$ cat src/rtl/ovt_pkg.sv
package ovt_pkg;
  localparam int SMP_W    = 24;
  localparam int NUM_PH   = 3;
  localparam int REG_W    = 32;
  localparam int EVT_BIT  = 18;
  localparam int PH_LSB   = 9;
  localparam int PH_MSB   = PH_LSB + NUM_PH - 1;
endpackage

$ cat src/rtl/ovt_mag_cmp.sv
module ovt_mag_cmp #(
  parameter int SMP_W = 24
) (
  input  logic signed [SMP_W-1:0] smp,
  input  logic                    vld,
  input  logic        [SMP_W-1:0] limit,
  output logic                    hit
);
  logic [SMP_W-1:0] mag;

  // two's-complement magnitude; the most negative code maps to 2^(SMP_W-1)
  always_comb begin
    if (smp[SMP_W-1]) mag = ~smp + 1'b1;
    else              mag = smp;
    hit = vld && (mag > limit);
  end
endmodule

$ cat src/rtl/ovt_flag_reg.sv
module ovt_flag_reg #(
  parameter int NUM_PH = 3
) (
  input  logic              clk,
  input  logic              rst_n,
  input  logic [NUM_PH-1:0] hit,
  input  logic              clr,
  output logic              evt_q,
  output logic [NUM_PH-1:0] ph_q
);
  logic              any_hit;
  logic              upd_en;
  logic              evt_d;
  logic [NUM_PH-1:0] ph_d;

  always_comb begin
    any_hit = |hit;
    upd_en  = any_hit || clr;
    if (any_hit) begin
      // a new event outranks a coincident clear
      evt_d = 1'b1;
      ph_d  = ph_q | hit;
    end else begin
      evt_d = 1'b0;
      ph_d  = '0;
    end
  end

  always_ff @(posedge clk or negedge rst_n) begin
    if (!rst_n) begin
      evt_q <= 1'b0;
      ph_q  <= '0;
    end else if (upd_en) begin
      evt_q <= evt_d;
      ph_q  <= ph_d;
    end
  end
endmodule

$ cat src/rtl/ovt_detector.sv
module ovt_detector
  import ovt_pkg::*;
(
  input  logic                    clk,
  input  logic                    rst_n,
  input  logic signed [SMP_W-1:0] a_smp,
  input  logic                    a_vld,
  input  logic signed [SMP_W-1:0] b_smp,
  input  logic                    b_vld,
  input  logic signed [SMP_W-1:0] c_smp,
  input  logic                    c_vld,
  input  logic        [SMP_W-1:0] limit,
  input  logic        [REG_W-1:0] mask,
  input  logic                    wr_en,
  input  logic        [REG_W-1:0] wr_data,
  output logic        [REG_W-1:0] stat_rd,
  output logic        [REG_W-1:0] phase_rd,
  output logic                    irq_n
);
  logic signed [SMP_W-1:0] smp_arr [NUM_PH];
  logic        [NUM_PH-1:0] vld_vec;
  logic        [NUM_PH-1:0] hit_vec;
  logic                     clr_req;
  logic                     evt_q;
  logic        [NUM_PH-1:0] ph_q;

  always_comb begin
    smp_arr[0] = a_smp;
    smp_arr[1] = b_smp;
    smp_arr[2] = c_smp;
    vld_vec    = {c_vld, b_vld, a_vld};
  end

  for (genvar p = 0; p < NUM_PH; p++) begin : g_ph
    ovt_mag_cmp #(.SMP_W(SMP_W)) i_cmp (
      .smp   (smp_arr[p]),
      .vld   (vld_vec[p]),
      .limit (limit),
      .hit   (hit_vec[p])
    );
  end

  assign clr_req = wr_en && wr_data[EVT_BIT];

  ovt_flag_reg #(.NUM_PH(NUM_PH)) i_flags (
    .clk   (clk),
    .rst_n (rst_n),
    .hit   (hit_vec),
    .clr   (clr_req),
    .evt_q (evt_q),
    .ph_q  (ph_q)
  );

  always_comb begin
    stat_rd                  = '0;
    stat_rd[EVT_BIT]         = evt_q;
    phase_rd                 = '0;
    phase_rd[PH_MSB:PH_LSB]  = ph_q;
    irq_n                    = !(evt_q && mask[EVT_BIT]);
  end
endmodule


$ cat config.mk
export PLATFORM = sky130hd
export DESIGN_NAME = ovt_detector
export DESIGN_NICKNAME = d
export VERILOG_FILES = /design/src/rtl/ovt_pkg.sv /design/src/rtl/ovt_mag_cmp.sv /design/src/rtl/ovt_flag_reg.sv /design/src/rtl/ovt_detector.sv
export SDC_FILE = /design/constraint.sdc
export NUM_CORES = 1
export LEC_CHECK = 0
export CELL_PAD_IN_SITES_DETAIL_PLACEMENT = 0
export CELL_PAD_IN_SITES_GLOBAL_PLACEMENT = 2
export CORE_ASPECT_RATIO = 0.8
export CORE_UTILIZATION = 34
export CTS_CLUSTER_DIAMETER = 40
export CTS_CLUSTER_SIZE = 30
export DETAILED_ROUTE_END_ITERATION = 10
export DONT_BUFFER_PORTS = 1
export HOLD_SLACK_MARGIN = 0.03
export PLACE_DENSITY_LB_ADDON = 0.15
export SYNTH_ARGS = -nofsm -noshare
export SYNTH_HDL_FRONTEND = slang
export SYNTH_SLANG_ARGS = --single-unit
$ cat constraint.sdc
create_clock -name clk -period 0.9 [get_ports clk]
set_input_delay 0.18 -clock clk [delete_from_list [all_inputs] [get_ports clk]]
set_output_delay 0.18 -clock clk [all_outputs]
set_load 0.02 [all_outputs]
* Word level (Yosys, flattened, before mapping)
Cells that the tools add are included.
** Cells by class
- Add/sub/neg operators :: 3
- Order comparisons :: 3
- Mux-type cells :: 5
- Bitwise gates (word level) :: 4
- Reductions and logical operators :: 8
** Operators with widths (count)
- $add A24 B1 Y24 const B :: 3
- $gt A24 B24 Y1 :: 3
- $mux W24 :: 3
- $not A24 Y24 :: 3
- $logic_and A1 B1 Y1 :: 5
- $mux W3 :: 1
- $or A3 B3 Y3 :: 1
- $reduce_or A3 Y1 :: 1
- $logic_not A1 Y1 :: 1
- $logic_or A1 B1 Y1 :: 1
- $mux W1 :: 1
** Storage, ports and cells
- Flip-flop bits (word level) :: 4
- Input port bits :: 166
- Output and inout port bits :: 65
- Word-level logic and storage cells :: 25

* Longest topological paths before layout
- Depth in word-level cells :: 7
- Gate-level depth with buffers :: 16
- Depth with buffers taken out :: 16

* Cells and area by module
From an unflattened synthesis, not the netlist that was laid out.
** Unflattened totals
- Cells, all modules :: 521
- Area total of the unflattened synthesis :: 3886.2 µm²
** By module, submodules not included
- ovt_mag_cmp (g_ph[0].i_cmp ...) :: times used 2, cells an instance 147, area each 1082.3 µm², sequential area each 0.0 µm²
- ovt_mag_cmp (g_ph[1].i_cmp) :: times used 1, cells an instance 149, area each 1089.8 µm², sequential area each 0.0 µm²
- ovt_detector :: times used 1, cells an instance 64, area each 471.7 µm², sequential area each 0.0 µm²
- ovt_flag_reg :: times used 1, cells an instance 14, area each 160.2 µm², sequential area each 100.1 µm²

* Worst setup path before layout
Ideal clock, no wire load.
- Path kind :: input to register
- From :: input c_smp[3]
- To :: register i_flags.evt_q
- Setup time :: 124 ps
- Arrival :: 4126 ps
- Data required time :: 776 ps
- Setup slack :: -3350 ps
- Stages :: 14
- Path buffers :: 0
- Cells stage by stage :: or3_4 or3b_4 or3_4 or4_4 or4_4 o41ai_2 xnor2_1 ha_1 a21oi_1 nand2_1 a2111o_1 o311ai_0 nand2_1 a211o_1
** On the way
- Word-level cells in the longest chain between the ends :: 7
- Elaborated cells on any way between the ends :: 8
- Classes of those cells :: 1 x add/sub; 1 x order compare; 2 x mux; 1 x bitwise; 3 x reduce/logical
** Ends and longest elaborated chain
- from (decl) :: line ovt_detector.sv:10 : input logic signed [SMP_W-1:0] c_smp,
- $not A24 Y24 :: line ovt_mag_cmp.sv:13 : if (smp[SMP_W-1]) mag = ~smp + 1'b1;
- $add A24 B1 Y24 :: line ovt_mag_cmp.sv:13
- $mux W24 (*) :: line ovt_mag_cmp.sv:13
- $gt A24 B24 Y1 (*) :: line ovt_mag_cmp.sv:15 : hit = vld && (mag > limit);
- $logic_and A1 B1 Y1 (*) :: line ovt_mag_cmp.sv:15
- $reduce_or A3 Y1 (*) :: line ovt_flag_reg.sv:17 : any_hit = |hit;
- $mux W1 / $logic_or A1 B1 Y1 (equally long branches) :: line ovt_flag_reg.sv:19, ovt_flag_reg.sv:18
- to (signal assigned) :: line ovt_flag_reg.sv:34 : evt_q <= evt_d;
- to (decl) :: line ovt_flag_reg.sv:8 : output logic evt_q,
Every way passes the cells marked *; elsewhere a longest branch is shown, timed or not.
A chain may end at the register's enable or synchronous reset.

* Worst setup path after layout
Same ends and word-level chain as after synthesis.

==> results.md <==
- Final ANT Viol Nets: 0
- CP Class: in2reg
- Core area: 10,300 µm²
- Global-route wire length before repair: 14.4 mm
- Type of the worst min-delay path: in2reg
- Achievable Freq: 244 MHz
- Initial Util: 35.0%
- CP Data Arrival Time: 4.21 ns
- DR WL/cell: 14.1 µm
- Die area: 11,000 µm²
- Vertical die dimension: 94.1 µm
- Static Leak: 1.88 nW
- Data required, critical path: 1.01 ns
- Post-synth EDFFs: 0
- Post-synthesis cell type count: 44
- Final Hold Viols: 0
- Net Sw Power: 0.00129 W
- Final Critical Period: 4.10 ns
- Critical Path Source Type: input port
- Post-synthesis cell count: 479
- Worst setup margin: -3.20 ns
- Post-layout power: 0.00305 W
- Largest delay share family, worst path: simple AND/OR/NAND/NOR gates
- Failing checks: setup timing
- Crit. End Element: flip-flop
- Root buffer cell: clkbuf_16
- Clock power frac: 22.9%
- DP Cell Count: 669
- CTS Buf Count: 3
- Slowest CP cell: a2111o_1
- Layout cells sized above 1: 15.0%
- Peak supply drop: 0.000413 V
- Final wirelength: 9.53 mm
- CP peak stage delay: 0.46 ns
- Yosys warns: 0
- Internal power: 0.00176 W
- Post-route DRC: 0
- Max cap viols: 0
- Origin of the critical flop-to-flop path: i_flags.evt_q
- CTS tree: built
- Iter 0 DRT Violations: 128
- RSZ-0062 raised after global routing: yes
- Pwr/cell area: 740 nW/µm²
- Setup TNS: -12.67 ns
- Syn_area_per_cell: 7.52 µm²
- CTS max path bufs: 2
- Sink Count: 4
- Critical Path Start: c_smp[3]
- Placer Congestion: 0.821
- Final instance area: 4130 µm²
- Die X: 117 µm
- Clock insertion delay at the later pin of the skew report: 0.23 ns
- Register share of total power: 9.8%
- Crit-path max FO: 4
- Layout Nets: 777
- Vias: 3,328
- Ys flop type: dfrtp_1
- H-tree Lvls: 1
- Setup-failing EPs final: 7
- Synthesized cell area: 3600 µm²
- Tcrit/Tclk final: 455%
- #FFs+latches synth: 4
- Worst-path clk slew: 0.03 ns
- Placed Area: 3980 µm²
- All-layer global routing usage: 16.7%
- Pre-antenna DRT Iters: 4
- Vias in the first global route: 3,055
- Status: complete, but fails checks
- Crit-path cells: or3_4 > or3b_4 > or3_4 > or4_4 > or4_4 > o41ai_4 > xnor2_1 > ha_1 > a21oi_1 > nand2_1 > a2111o_1 > o311ai_4 > nand2_2 > a211o_1
- R2R Setup Slk: -0.01 ns
- DP HPWL: 8.81 mm
- Area delta synth->final: 14.6%
- Row count: 33
- Diodes inserted: 0
- Via-per-instance ratio: 4.94
- Min-delay src: wr_data[18]
- Port bufs: 0
- DP Worst Slack: -3.58 ns
- Async S/R FF share, synth: 100%
- Switch share: 42.4%
- Comb power frac: 67.2%
- Initial antenna violation count: 0
- Sequential share of the synthesized area: 2.78%
- GRT Residual Overflow: 0
- Pin count of the biggest net entering global routing: 25
- Clk_skew: 0 ns
- CP bufs+invs: 0
- Max Slew Vio Count: 0
- Ports: 231
- Post-Layout Cell Count: 674
[cells in the mapped netlist, drive strengths merged, types with 6 or more instances]
library cell | instances | area share [%]
a21o | 8 | 1.7
a21oi | 25 | 3.5
buf | 61 | 13
clkbuf | 6 | 0.62
ha | 75 | 26
inv | 33 | 3.4
nand2 | 40 | 4.2
nand3 | 16 | 2.2
nand4 | 12 | 2.1
nor2 | 13 | 1.4
nor3 | 6 | 0.83
o21ai | 27 | 3.8
o31ai | 21 | 4.4
o41ai | 9 | 2.4
or3 | 8 | 1.7
or4 | 9 | 2.1
xnor2 | 63 | 15
[repair_timing]
action	4_1_cts	5_1_grt
buffers inserted	1	0
pin swaps	2	2
setup endpoints to repair	7	7
hold endpoints to repair	4	0
gates resized for setup	7	5
hold buffers	1	0
[sequential cells by signal, indices dropped and copies added, names as in the netlist]
register,flops
i_flags.evt_q,1
i_flags.ph_q,3
[kinds of logic (layout without fill, tap and decap cells)]
| kind of cell | count (synthesis) | after routing | share of synthesized area [%] |
|---|---|---|---|
| adders and majority gates | 75 | 75 | 26.0 |
| AOI/OAI and AO/OA | 112 | 112 | 20.7 |
| and+or+nand+nor | 124 | 124 | 18.3 |
| other | 1 | 60 | 0.104 |
| buffers and inverters | 100 | 96 | 16.8 |
| xor gates and xnor gates | 63 | 63 | 15.3 |
| DFF | 4 | 4 | 2.78 |
[routing by layer]
| layer | GRT usage, % | vias to the layer above | part of all wire [%] |
|---|---|---|---|
| met1 | 23.1 | 1475 | 47 |
| li1 | - | 1742 | - |
| met4 | 1.69 | 0 | 0.76 |
| met5 | 0 | - | 0 |
| met2 | 27.6 | 105 | 45 |
| met3 | 3.03 | 6 | 7.0 |
[power by group through the flow]
stage,logic (W),registers (W),clock network (W)
2_1_floorplan,0.00169,0.000304,0
3_3_place_gp,0.00197,0.000296,0
3_5_place_dp,0.00200,0.000298,0
4_1_cts,0.00207,0.000301,0.000706
5_1_grt,0.00234,0.000307,0.000722
6_report,0.00205,0.000300,0.000701
[layout make-up]
cell class / count / area (µm²)
sequential: 4 / 100
tap: 140 / 175
timing repair buffer: 60 / 473
fill: 1116 / 6150
clock buffer: 3 / 75.1
inverter: 33 / 124
multi-input combinational: 434 / 3180
[worst paths after layout]
check                             endpoint  depth (start not counted)
min                          i_flags.evt_q                          2
max                          i_flags.evt_q                         14
min in group asynchronous  i_flags.ph_q[1]                          1
max in group asynchronous  i_flags.ph_q[0]                          1
max reg2reg                  i_flags.evt_q                          2
min reg2reg                i_flags.ph_q[1]                          1
[per-stage QoR]
stage / hold WS [ns] / utilization, %
finish: 0.158 / 40.2
global route: 0.171 / 40.2
CTS: 0.161 / 39.9
global placement: -0.116 / 38.7
detailed placement: -0.116 / 38.7
floorplan: -0.116 / -
[layout by cell type, fill, tap and decap left out, types with 12 or more instances in the layout]
master and instances:
a21oi_1 24, buf_4 56, conb_1 60, ha_1 75, inv_1 33, nand2_1 38
nand3_1 16, nand4_1 12, nor2_1 13, o21ai_0 27, o31ai_1 20, xnor2_1 63
Power figures use the tool's default switching activity.
